[src/rtl/pwr_gate_seq.sv]
module pwr_gate_seq #(
  parameter int NUM_DOM   = 7,
  parameter int IDX_W     = 3,
  parameter int GATE_LO   = 2,
  parameter int GATE_HI   = 5,
  parameter int CLK_MHZ   = 100,
  parameter int SETTLE_NS = 5000,
  parameter int POLL_CYC  = 4,
  parameter int OFF_POLLS = 1000,
  parameter int ON_POLLS  = 10000,
  parameter int ADDR_W    = 8,
  parameter int DATA_W    = 32
) (
  input  logic               clk,
  input  logic               rst_n,
  input  logic               req_valid,
  input  logic [IDX_W-1:0]   req_dom,
  input  logic               req_on,
  output logic               req_ready,
  output logic               done,
  output logic               done_err,
  input  logic [NUM_DOM-1:0] ack_in,
  output logic [NUM_DOM-1:0] clk_en,
  output logic [NUM_DOM-1:0] iso_en,
  output logic [NUM_DOM-1:0] rst_rel,
  output logic [NUM_DOM-1:0] pwr_dn,
  output logic [NUM_DOM-1:0] err_flag,
  input  logic [ADDR_W-1:0]  rd_addr,
  output logic [DATA_W-1:0]  rd_data
);

  localparam int SETTLE_RAW = (CLK_MHZ * SETTLE_NS + 999) / 1000;
  localparam int SETTLE_CYC = (SETTLE_RAW < 1) ? 1 : SETTLE_RAW;
  localparam int CNT_MAX    = (SETTLE_CYC > POLL_CYC) ? SETTLE_CYC : POLL_CYC;
  localparam int CNT_W      = $clog2(CNT_MAX + 1);
  localparam int POLL_MAX   = (OFF_POLLS > ON_POLLS) ? OFF_POLLS : ON_POLLS;
  localparam int PL_W       = $clog2(POLL_MAX + 1);

  localparam logic [ADDR_W-1:0] A_CLK = ADDR_W'(8'h18);
  localparam logic [ADDR_W-1:0] A_RST = ADDR_W'(8'h1C);
  localparam logic [ADDR_W-1:0] A_ISO = ADDR_W'(8'h20);
  localparam logic [ADDR_W-1:0] A_PWR = ADDR_W'(8'h24);
  localparam logic [ADDR_W-1:0] A_ACK = ADDR_W'(8'h28);

  typedef enum logic [3:0] {
    S_IDLE, S_OFF_ISO, S_OFF_RST, S_OFF_PD, S_OFF_ACK,
    S_ON_ACK, S_ON_ISO, S_ON_CLK, S_ON_END, S_DONE
  } state_t;

  state_t st;
  logic [IDX_W-1:0]   dom_q;
  logic               err_q;
  logic [CNT_W-1:0]   cnt;
  logic [PL_W-1:0]    polls;
  logic [NUM_DOM-1:0] ack_s1, ack_s2;
  logic [NUM_DOM-1:0] clk_q, iso_q, rst_q, pd_q, errf_q;

  wire [NUM_DOM-1:0] sel      = NUM_DOM'(1) << dom_q;
  wire [NUM_DOM-1:0] req_sel  = NUM_DOM'(1) << req_dom;
  wire               req_ok   = (int'(req_dom) >= GATE_LO) && (int'(req_dom) <= GATE_HI) &&
                                (int'(req_dom) < NUM_DOM);
  wire               settle_end = (cnt == CNT_W'(SETTLE_CYC - 1));
  wire               poll_tick  = (cnt == CNT_W'(POLL_CYC - 1));
  wire               ack_now    = |(ack_s2 & sel);

  assign req_ready = (st == S_IDLE);
  assign done      = (st == S_DONE);
  assign done_err  = done & err_q;
  assign clk_en    = clk_q;
  assign iso_en    = iso_q;
  assign rst_rel   = rst_q;
  assign pwr_dn    = pd_q;
  assign err_flag  = errf_q;

  always_ff @(posedge clk or negedge rst_n) begin
    if (!rst_n) begin
      ack_s1 <= '0;
      ack_s2 <= '0;
    end else begin
      ack_s1 <= ack_in;
      ack_s2 <= ack_s1;
    end
  end

  always_ff @(posedge clk or negedge rst_n) begin
    if (!rst_n) begin
      st     <= S_IDLE;
      dom_q  <= '0;
      err_q  <= 1'b0;
      cnt    <= '0;
      polls  <= '0;
      clk_q  <= '1;
      iso_q  <= '0;
      rst_q  <= '1;
      pd_q   <= '0;
      errf_q <= '0;
    end else begin
      case (st)
        S_IDLE: if (req_valid) begin
          dom_q <= req_dom;
          cnt   <= '0;
          polls <= '0;
          if (!req_ok) begin
            err_q <= 1'b1;
            st    <= S_DONE;
          end else begin
            err_q  <= 1'b0;
            errf_q <= errf_q & ~req_sel;
            if (req_on) begin
              pd_q <= pd_q & ~req_sel;
              st   <= S_ON_ACK;
            end else begin
              clk_q <= clk_q & ~req_sel;
              st    <= S_OFF_ISO;
            end
          end
        end
        S_OFF_ISO: if (settle_end) begin
          iso_q <= iso_q | sel;
          cnt   <= '0;
          st    <= S_OFF_RST;
        end else cnt <= cnt + 1'b1;
        S_OFF_RST: if (settle_end) begin
          rst_q <= rst_q & ~sel;
          cnt   <= '0;
          st    <= S_OFF_PD;
        end else cnt <= cnt + 1'b1;
        S_OFF_PD: if (settle_end) begin
          pd_q <= pd_q | sel;
          cnt  <= '0;
          st   <= S_OFF_ACK;
        end else cnt <= cnt + 1'b1;
        S_OFF_ACK: if (poll_tick) begin
          cnt <= '0;
          if (ack_now) st <= S_DONE;
          else if (polls == PL_W'(OFF_POLLS - 1)) begin
            err_q  <= 1'b1;
            errf_q <= errf_q | sel;
            st     <= S_DONE;
          end else polls <= polls + 1'b1;
        end else cnt <= cnt + 1'b1;
        S_ON_ACK: if (poll_tick) begin
          cnt <= '0;
          if (!ack_now) begin
            rst_q <= rst_q | sel;
            st    <= S_ON_ISO;
          end else if (polls == PL_W'(ON_POLLS - 1)) begin
            err_q  <= 1'b1;
            errf_q <= errf_q | sel;
            st     <= S_DONE;
          end else polls <= polls + 1'b1;
        end else cnt <= cnt + 1'b1;
        S_ON_ISO: if (settle_end) begin
          iso_q <= iso_q & ~sel;
          cnt   <= '0;
          st    <= S_ON_CLK;
        end else cnt <= cnt + 1'b1;
        S_ON_CLK: if (settle_end) begin
          clk_q <= clk_q | sel;
          cnt   <= '0;
          st    <= S_ON_END;
        end else cnt <= cnt + 1'b1;
        S_ON_END: if (settle_end) begin
          cnt <= '0;
          st  <= S_DONE;
        end else cnt <= cnt + 1'b1;
        S_DONE: st <= S_IDLE;
        default: st <= S_IDLE;
      endcase
    end
  end

  always_comb begin
    rd_data = '0;
    case (rd_addr)
      A_CLK:   rd_data[NUM_DOM-1:0] = clk_q;
      A_RST:   rd_data[NUM_DOM-1:0] = rst_q;
      A_ISO:   rd_data[NUM_DOM-1:0] = iso_q;
      A_PWR:   rd_data[NUM_DOM-1:0] = pd_q;
      A_ACK:   rd_data[NUM_DOM-1:0] = ack_s2;
      default: rd_data = '0;
    endcase
  end

  // reset may only be applied to a domain that is isolated and clock-gated
  p_rst_after_iso_r2: assert property (@(posedge clk) disable iff (!rst_n)
    ((~rst_q & $past(rst_q)) & ~(iso_q & ~clk_q)) == '0);

  // power-down may only be requested for a domain held in reset
  p_pd_after_rst_r2: assert property (@(posedge clk) disable iff (!rst_n)
    ((pd_q & ~$past(pd_q)) & ~(iso_q & ~rst_q)) == '0);

  // reset is released only once the switch reports power present
  p_rst_rel_after_ack_r4: assert property (@(posedge clk) disable iff (!rst_n)
    ((rst_q & ~$past(rst_q)) & ($past(ack_s2) | pd_q)) == '0);

  // the clock returns only to a released, de-isolated domain
  p_clk_last_r4: assert property (@(posedge clk) disable iff (!rst_n)
    ((clk_q & ~$past(clk_q)) & (iso_q | ~rst_q | pd_q)) == '0);

  // at most one domain bit moves per vector per cycle
  p_single_bit_r7: assert property (@(posedge clk) disable iff (!rst_n)
    $onehot0(clk_q ^ $past(clk_q)) && $onehot0(iso_q ^ $past(iso_q)) &&
    $onehot0(rst_q ^ $past(rst_q)) && $onehot0(pd_q ^ $past(pd_q)));

  // done is a single-cycle pulse
  p_done_pulse_r3: assert property (@(posedge clk) disable iff (!rst_n)
    done |=> !done);

  // a newly set error flag comes with an erroring completion
  p_flag_with_err_r5: assert property (@(posedge clk) disable iff (!rst_n)
    ((errf_q & ~$past(errf_q)) != '0) |-> done_err);

  // a non-gateable index completes at once with an error
  p_bad_dom_r8: assert property (@(posedge clk) disable iff (!rst_n)
    (req_valid && req_ready && !req_ok) |=> (done && done_err));

endmodule

[config.mk]
export PLATFORM = sky130hd
export DESIGN_NAME = pwr_gate_seq
export DESIGN_NICKNAME = d
export VERILOG_FILES = /design/src/rtl/pwr_gate_seq.sv
export SDC_FILE = /design/constraint.sdc
export NUM_CORES = 1
export LEC_CHECK = 0
export BUFFER_PORTS_ARGS = -buffer_cell sky130_fd_sc_hd__buf_2
export CORE_UTILIZATION = 26
export CTS_CLUSTER_DIAMETER = 200
export CTS_CLUSTER_SIZE = 24
export DETAILED_ROUTE_END_ITERATION = 10
export PLACE_DENSITY = 0.42
export SYNTH_ARGS = -nofsm -noshare
export SYNTH_HDL_FRONTEND = slang
export SYNTH_SLANG_ARGS = --single-unit
[constraint.sdc]
create_clock -name clk -period 2.9 [get_ports clk]
set_clock_uncertainty 0.2 [all_clocks]
set_input_delay 0.145 -clock clk [delete_from_list [all_inputs] [get_ports clk]]
set_output_delay 0.145 -clock clk [all_outputs]
set_load 0.01 [all_outputs]
==> results of run 1 <==
stage by stage:
| step | power, mW | util |
|---|---|---|
| finish | 4.31 | 0.330 |
| global route | 4.60 | 0.330 |
| CTS | 4.35 | 0.329 |
| detailed placement | 3.17 | 0.306 |
| global placement | 3.16 | 0.306 |
| floorplan | 2.56 | - |
synthesized netlist by cell type (11+ instances only):
master    instances  share of area
a21oi_1          25          0.028
buf_4            25          0.042
clkbuf_1         11         0.0092
dfrtp_1          66           0.37
dfstp_2          14          0.082
mux2_2           18          0.045
nand2_1          68          0.057
nand2b_1         13          0.018
nand3_1          14          0.016
nor2_1           28          0.023
o21ai_0          28          0.031
cell families after synthesis:
family                     synth area share
and+or+nand+nor                       0.234
AOI/OAI and AO/OA                     0.178
DFF                                   0.448
buffers and inverters                0.0632
muxes                                0.0682
adders and majority gates           0.00555
other                              0.000831
xor gates and xnor gates            0.00194
per-layer routing:
metal	up-vias	global-route usage	routed length, um
li1	1898	-	-
met1	1963	0.219	6520
met2	106	0.239	6210
met3	18	0.0232	453
met4	0	0.0631	250
met5	-	0	0
report_power, final:
part | switching [mW] | total (mW) | internal, mW | leakage [nW]
logic | 1.03 | 1.68 | 0.651 | 1.32
registers | 0.188 | 1.50 | 1.31 | 0.997
clock network | 0.474 | 1.14 | 0.663 | 0.139
total | 1.69 | 4.31 | 2.62 | 2.46
final cells by class:
class                   instances  area share
clock inverters                 5      0.0102
flip-flops and latches         80       0.366
inverters                       7     0.00476
multi-input cells             371       0.417
well taps                     220      0.0498
repair buffers                100       0.111
clock buffers                  10      0.0414
worst max-delay path, stage by stage, from the launching register on:
cell	delay [ns]
dfrtp_1	0.48
nand2b_1	0.23
o211ai_1	0.25
a21o_1	0.29
mux2_2	0.41
or3_4	0.36
mux2_4	0.30
placed cells by master (no fill, tap or decap), types with 6 or more instances in the layout:
master         count
a21o_1             9
a21oi_1           25
a222oi_1           7
a22o_1             6
a22oi_1            7
and3_1             6
buf_2             65
buf_4             24
clkbuf_16          9
conb_1            25
dfrtp_1           66
dfstp_2           14
dlygate4sd3_1     11
inv_1              7
mux2_2            18
mux2i_1            9
nand2_1           68
nand2b_1          13
nand3_1           14
nand3b_1           6
nor2_1            28
nor2b_1            6
nor3_1             9
nor4_1             9
o21ai_0           27
o31ai_1            7
o41ai_1            6
or4_1              8
worst max path at each step:
stage / cells after the start / endpoint / slack [ns] / startpoint
floorplan: 6 / st[2]$_DFFE_PN0P_ / 0.49 / polls[10]$_DFFE_PN0P_
global placement: 8 / polls[4]$_DFFE_PN0P_ / 0.31 / cnt[0]$_DFFE_PN0P_
detailed placement: 7 / st[2]$_DFFE_PN0P_ / 0.23 / cnt[0]$_DFFE_PN0P_
CTS: 7 / st[2]$_DFFE_PN0P_ / 0.21 / cnt[0]$_DFFE_PN0P_
global route: 7 / polls[9]$_DFFE_PN0P_ / 0.12 / st[3]$_DFFE_PN0P_
finish: 6 / st[2]$_DFFE_PN0P_ / 0.27 / dom_q[2]$_DFFE_PN0P_
repair_timing:
item | in CTS | in global routing
endpoints found under the hold margin | 50 | 0
resized for setup | 0 | 2
endpoints found under the setup margin | 0 | 3
hold buffers | 11 | 0
buffers inserted | 0 | 0
==> run_results.csv, run 1 <==
group,metric,value,unit
outcome,status,"complete, no violations",
die,placementRows,47,
route,drc,0,
timing,worst_slew_pin_slew,0.654,ns
timing,relSlewSlack,0.562,
timing,fin_ws,0.272,ns
die,initial_utilization,0.269,
setup_path,crit_arrival,2.65,ns
route,ant_nets,0,
global_routing,grt_antenna_before_repair,0,
timing,drv_slew,0,
synth,syn_inst,476,
synth,synth_cell_types,57,
synth,synth_area,4510,um^2
setup_path,cp-end-kind,"flip-flop",
synth,synth_edf_count,0,
finish,fin_cells,793,
timing,period_share,0.906,
synth,ys_seq_elements,80,
power_and_ir_drop,p_leak,2.46,nW
route,vias_per_cell,5.03,
setup_path,r2r-start,"dom_q[2]$_DFFE_PN0P_",
hold_path,hold_start,"req_on",
placed_design,preCtsSetupSlack,0.226,ns
clock_tree,clock_tree.buffer_depth,2,
finish,postLayoutCellArea,5520,um^2
clock_tree,insertion_delay,0.34,ns
finish,drive_gt1_frac,0.260,
finish,nets,593,
power_and_ir_drop,irDropWorstVdd,0.430,mV
clock_tree,cts_tree,"built",
placed_design,globalplace.congestion,0.775,
timing,rsz0062_at_grt,"false",
finish,antennaDiodeCount,0,
flow_run,cap_viol_max_count,0,
power_and_ir_drop,cellPowerDensity,781,nW/um^2
placed_design,dp.cells,767,
setup_path,path_class,"reg2reg",
hold_path,hold_class,"in2reg",
clock_tree,htreeDepth,3,
route,drtPass1Iterations,6,
synth,syn_avg_cell_area,9.48,um^2
route,routed_wl,13400,um
global_routing,grt_first_pass_wirelength,21600,um
global_routing,grt_max_degree,43,
die,dieArea,17900,um^2
placed_design,dpl.hpwl,10100,um
route,drt-initial-drc-count,373,
timing,finalHoldViolations,0,
finish,area_delta_synth_final,22.4,%
die,die_w,134,um
global_routing,grt-ovfl-total,0,
setup_path,ff2ff_setup_slack,0.27,ns
global_routing,grt_pass1_vias,3906,
die,core_area,16800,um^2
synth,synth_ff_type,"dfrtp_1",
timing,tns,0,ns
finish,n_fill_cell,1756,
timing,setup_viol,0,
synth,yosysWarningCount,0,
finish,regArea,2020,um^2
setup_path,crit_fanout,11,
timing,hold_ws,0.0825,ns
placed_design,portBuffers,66,
setup_path,worstSetupStartpointType,"flip-flop",
global_routing,grtUsageTotal,0.156,
hold_path,hold_end,"pwr_dn[2]$_DFFE_PN0P_",
route,wl_per_cell,16.9,um
setup_path,r2r_end,"st[2]$_DFFE_PN0P_",
clock_tree,path_clk_slew,0.06,ns
setup_path,critPathRequiredTime,2.93,ns
route,via_count,3985,
die,num_io_pins,92,
hold_path,holdPathStages,4,
setup_path,worst_r2r_path_depth,6,
die,die_h,134,um
placed_design,place_area,5120,um^2
synth,ys_seq_area_frac,0.448,
timing,fmax,0.380,GHz
clock_tree,cts_sinks,80,
finish,multi_input_area,2300,um^2
timing,fin_crit,2.63,ns
clock_tree,cts_buffers,9,
synth,synthArstFlopShare,1.00,
clock_tree,cts_root_buf,"clkbuf_16",
Power figures use the tool's default switching activity.
==> run 2, diff against run 1 <==
==> constraint.sdc (replaced) <==
create_clock -name clk -period 3.25 [get_ports clk]
set_clock_uncertainty 0.2 [all_clocks]
set_input_delay 0.1625 -clock clk [delete_from_list [all_inputs] [get_ports clk]]
set_output_delay 0.1625 -clock clk [all_outputs]
set_load 0.01 [all_outputs]
==> run 2 against run 1 <==
Net effect:
- final cell count decreased by 1.3%
- sequential share of layout area increased by 0.47 points
- sequential power decreased by 8%
- critical endpoint is now polls[9]$_DFFE_PN0P_
- largest power group is now sequential cells
- highest routed layer unchanged
==> run_results.csv, run 2 (same netlist as run 1, synthesis figures left out) <==
group,metric,value,unit
finish,postLayoutCellArea,5450,um^2
clock_tree,cts_resized,0,
setup_path,crit_fanout,17,
placed_design,portBuffers,66,
hold_path,hold_class,"in2reg",
clock_tree,clock_tree.buffer_depth,2,
global_routing,grt_first_pass_wirelength,21500,um
route,wl_per_cell,17.0,um
timing,relSlewSlack,0.453,
global_routing,grtUsageMet2,0.237,
timing,worst_slew_pin_slew,0.815,ns
die,initial_utilization,0.269,
power_and_ir_drop,cellPowerDensity,693,nW/um^2
placed_design,preCtsSetupSlack,0.349,ns
power_and_ir_drop,p_leak,2.40,nW
clock_tree,cts_tree,"built",
global_routing,busiest_layer,"met2",
clock_tree,insertion_delay,0.35,ns
placed_design,dpl.hpwl,9840,um
setup_path,path_cells,"ha_1 -> nor3b_1 -> nand3_1 -> o21ai_1 -> o21ai_1 -> buf_4 -> or4_1 -> a21oi_1",
clock_tree,htreeDepth,3,
finish,drive_gt1_frac,0.245,
global_routing,grt-ovfl-total,0,
clock_tree,cts_sinks,80,
power_and_ir_drop,irDropWorstVdd,0.266,mV
global_routing,grt_pass1_vias,3881,
setup_path,cpPeakStageDelay,0.51,ns
finish,fin_util,0.325,
global_routing,grt_antenna_before_repair,0,
finish,final_common_cell,"nand2_1",
timing,drv_slew,0,
die,die_w,134,um
clock_tree,post_cts_buffers,0,
setup_path,critPathRequiredTime,3.32,ns
route,drt-initial-drc-count,355,
finish,nets,583,
flow_run,cap_viol_max_count,0,
finish,antennaDiodeCount,0,
die,num_io_pins,92,
setup_path,crit_arrival,3.00,ns
finish,area_delta_synth_final,20.9,%
route,via_count,3984,
timing,finalHoldViolations,0,
power_and_ir_drop,power,3.78,mW
route,ant_nets,0,
placed_design,place_area,5050,um^2
setup_path,cp_common_cell,"o21ai_1",
setup_path,ff2ff_setup_slack,0.32,ns
route,routed_wl,13300,um
clock_tree,cts_root_buf,"clkbuf_16",
timing,setup_viol,0,
global_routing,grtUsageTotal,0.157,
setup_path,worstSetupStartpointType,"flip-flop",
global_routing,grtUsageMet1,0.222,
die,dieArea,17900,um^2
timing,fin_crit,2.93,ns
outcome,status,"complete, no violations",
setup_path,crit_slowest_cell,"or4_1",
clock_tree,cts_buffers,9,
global_routing,met3_usage,0.0278,
route,vias_per_cell,5.09,
setup_path,path_class,"reg2reg",
timing,tns,0,ns
setup_path,cp-end-kind,"flip-flop",
timing,fin_ws,0.318,ns
finish,layout_common_cells,"nand2_1, dfrtp_1, buf_2, nor2_1, o21ai_0",
timing,rsz0062_at_grt,"false",
route,drc,0,
die,placementRows,47,
die,core_area,16800,um^2
route,drtPass1Iterations,5,
timing,fmax,0.341,GHz
clock_tree,path_clk_slew,0.07,ns
placed_design,globalplace.congestion,0.805,
clock_tree,hold_buffers,11,
die,die_h,134,um
global_routing,grt_max_degree,45,
timing,period_share,0.902,
[run 2: cell types whose count changed in the layout (fill, tap and decap cells not counted)]
cell and delta:
buf_4 -10, clkbuf_1 -1, clkinv_1 +1, clkinv_2 -2, clkinv_4 +2, inv_6 -1, inv_8 +1, nor3b_1 +1
nor3b_2 -1, o21ai_0 +1, o21ai_1 -1
[run 2: through the flow]
step,instances,hold slack (ns)
5_1_grt,783,0.0925
3_3_place_gp,757,-0.00547
4_1_cts,783,0.0620
3_5_place_dp,757,0.00181
2_1_floorplan,500,-0.333
6_report,783,0.0807
[run 2: layer usage]
layer  vias to the layer above  wire (um)  part of all wire
met2                       109       6130              0.46
met5                         -          0                 0
met1                      1976       6450              0.48
li1                       1881          -                 -
met3                        18        501             0.038
met4                         0        243             0.018
[run 2: layout make-up]
cell class / count / area (um^2)
clock inverters: 6 / 70.1
inverters: 7 / 26.3
multi-input cells: 371 / 2300
flip-flops and latches: 80 / 2020
clock buffers: 9 / 225
fillers: 1734 / 11300
repair buffers: 90 / 541
well taps: 220 / 275
[run 2: where the power goes]
group          internal (mW)  total [mW]  switching (mW)
Combinational          0.507        1.36           0.852
Sequential              1.17        1.38           0.211
Clock                  0.597        1.04           0.444
Total                   2.27        3.78            1.51
[run 2: worst max-delay path: cells and delay by family (launching register included)]
family / cells / cell delay [ns]
DFF: 1 / 0.37
adders and majority gates: 1 / 0.22
AOI/OAI and AO/OA: 3 / 0.68
buffers and inverters: 1 / 0.31
and+or+nand+nor: 3 / 1.08
[run 2: worst paths after layout]
kind / start / endpoint / cells past startpoint
setup / recovery: cnt[0]$_DFFE_PN0P_ / polls[9]$_DFFE_PN0P_ / 8
hold / removal: req_on / pwr_dn[2]$_DFFE_PN0P_ / 4
setup reg to reg: cnt[0]$_DFFE_PN0P_ / polls[9]$_DFFE_PN0P_ / 8
hold reg to reg: ack_s1[0]$_DFF_PN0_ / ack_s2[0]$_DFF_PN0_ / 0
max in group asynchronous: rst_n / clk_en[0]$_DFFE_PN1P_ / 3
min in group asynchronous: rst_n / ack_s1[3]$_DFF_PN0_ / 2
==> run 3, diff against run 2 <==
==> config.mk (replaced) <==
export PLATFORM = sky130hd
export DESIGN_NAME = pwr_gate_seq
export DESIGN_NICKNAME = d
export VERILOG_FILES = /design/src/rtl/pwr_gate_seq.sv
export SDC_FILE = /design/constraint.sdc
export NUM_CORES = 1
export LEC_CHECK = 0
export CORE_UTILIZATION = 26
export CTS_CLUSTER_DIAMETER = 200
export CTS_CLUSTER_SIZE = 24
export DETAILED_ROUTE_END_ITERATION = 10
export DONT_BUFFER_PORTS = 1
export PLACE_DENSITY = 0.37
export SYNTH_ARGS = -nofsm -noshare
export SYNTH_HDL_FRONTEND = slang
export SYNTH_SLANG_ARGS = --single-unit
==> run 3 against run 2 <==
Net effect:
- critical path depth is 2 lower
- sequential power rose by 4%
- core utilization is 1.7 points lower
- flip-flop and latch count unchanged
- highest routed layer unchanged
- maximum frequency rose by 6.6%
- clock power barely moved
- non-clock buffer count down 64
- design area is 5.2% lower
==> run_results.csv, run 3 (same netlist as run 1, synthesis figures left out) <==
group,metric,value,unit
finish,antennaDiodeCount,0,
route,drtPass1Iterations,5,
timing,fin_crit,2.75,ns
finish,area_delta_synth_final,14.6,%
setup_path,ff2ff_setup_slack,0.50,ns
finish,nets,519,
die,num_io_pins,92,
setup_path,worst_r2r_path_depth,6,
finish,regArea,2020,um^2
power_and_ir_drop,power.switching,1.51,mW
placed_design,portBuffers,0,
flow_run,cap_viol_max_count,0,
clock_tree,cts_sinks,80,
setup_path,path_class,"reg2reg",
die,core_area,16800,um^2
power_and_ir_drop,intPower,2.26,mW
timing,fin_ws,0.500,ns
timing,fmax,0.364,GHz
outcome,status,"complete, no violations",
global_routing,grt_first_pass_wirelength,21600,um
power_and_ir_drop,p_seq_frac,0.382,
timing,drv_slew,0,
finish,final_common_cell,"nand2_1",
power_and_ir_drop,power,3.77,mW
route,via_count,3727,
finish,multi_input_area,2300,um^2
global_routing,grt_antenna_before_repair,0,
route,vias_per_cell,5.18,
setup_path,crit_fanout,18,
setup_path,worstSetupStartpointType,"flip-flop",
power_and_ir_drop,p_leak,2.12,nW
setup_path,worstSetupStartpoint,"st[0]$_DFFE_PN0P_",
die,die_h,134,um
route,drt-initial-drc-count,270,
setup_path,crit_arrival,2.78,ns
placed_design,globalplace.congestion,0.744,
setup_path,r2r-start,"st[0]$_DFFE_PN0P_",
finish,fin_util,0.309,
setup_path,cp-end-kind,"flip-flop",
timing,period_share,0.846,
clock_tree,cts_root_buf,"clkbuf_16",
clock_tree,insertion_delay,0.35,ns
setup_path,crit_end,"err_q$_DFFE_PN0P_",
die,die_w,134,um
finish,drive_gt1_frac,0.150,
die,initial_utilization,0.269,
timing,finalHoldViolations,0,
timing,setup_viol,0,
setup_path,critPathRequiredTime,3.28,ns
finish,layout_common_cells,"nand2_1, dfrtp_1, nor2_1, o21ai_0",
timing,relSlewSlack,0.387,
setup_path,r2r_end,"err_q$_DFFE_PN0P_",
power_and_ir_drop,sw_frac_of_total,0.401,
clock_tree,path_clk_slew,0.07,ns
route,drc,0,
power_and_ir_drop,clkPwrFrac,0.281,
global_routing,grtUsageTotal,0.158,
finish,n_fill_cell,1806,
timing,hold_ws,0.0300,ns
timing,rsz0062_at_grt,"false",
route,ant_nets,0,
die,placementRows,47,
placed_design,dpl.hpwl,9690,um
clock_tree,cts_buffers,9,
power_and_ir_drop,irDropWorstVdd,0.306,mV
clock_tree,htreeDepth,3,
clock_tree,clock_tree.buffer_depth,2,
hold_path,hold_class,"in2reg",
global_routing,grt_max_degree,81,
placed_design,preCtsSetupSlack,0.501,ns
clock_tree,cts_tree,"built",
die,dieArea,17900,um^2
route,wl_per_cell,18.7,um
clock_tree,cts_resized,0,
global_routing,grt-ovfl-total,0,
global_routing,grt_pass1_vias,3603,
clock_tree,hold_buffers,13,
power_and_ir_drop,pwr-share-comb,0.337,
power_and_ir_drop,cellPowerDensity,729,nW/um^2
route,routed_wl,13400,um
timing,tns,0,ns
timing,worst_slew_pin_slew,0.913,ns
clock_tree,post_cts_buffers,0,
run 3: cell type report:
cell class,instances,share of cell area
flip-flops and latches,80,0.391
repair buffers,26,0.0474
clock inverters,6,0.0133
inverters,7,0.00508
clock buffers,10,0.0462
well taps,220,0.0532
multi-input cells,371,0.444
run 3: power groups by stage:
| stage | Clock, mW | Sequential [mW] | Combinational, mW |
|---|---|---|---|
| 4_1_cts | 1.10 | 1.44 | 1.29 |
| 2_1_floorplan | 0 | 1.31 | 0.973 |
| 3_3_place_gp | 0 | 1.45 | 1.23 |
| 6_report | 1.06 | 1.44 | 1.27 |
| 3_5_place_dp | 0 | 1.45 | 1.24 |
| 5_1_grt | 1.13 | 1.47 | 1.43 |
run 3: critical path: stages, from the launching register on:
cell     delay (ns)
dfrtp_1        0.53
or4_1          0.69
o21ai_1        0.15
o21ai_1        0.17
buf_4          0.24
nor4_1         0.29
mux2_2         0.36
run 3: how the worst min path moves through the flow:
stage | from | endpoint | slack [ns] | cells after the start
2_1_floorplan | rst_n | asynchronous set/reset pin | -0.33 | 0
3_3_place_gp | rst_n | cnt[1]$_DFFE_PN0P_ | -0.33 | 0
3_5_place_dp | rst_n | cnt[3]$_DFFE_PN0P_ | -0.33 | 0
4_1_cts | req_dom[2] | pwr_dn[5]$_DFFE_PN0P_ | 0.02 | 4
5_1_grt | req_dom[2] | pwr_dn[5]$_DFFE_PN0P_ | 0.08 | 4
6_report | req_dom[2] | pwr_dn[5]$_DFFE_PN0P_ | 0.03 | 4
run 3: per-stage QoR:
step	std cells	cell area [um^2]
after floorplan	500	4600
after global placement	691	4720
after detailed placement	691	4720
after CTS	720	5170
after global routing	720	5170
final	720	5170
run 3: routing by layer:
layer / up-vias / GRT usage / part of all wire
met4: 0 / 0.0593 / 0.022
met2: 113 / 0.239 / 0.46
li1: 1745 / - / -
met3: 19 / 0.0381 / 0.052
met5: - / 0 / 0
met1: 1850 / 0.216 / 0.47
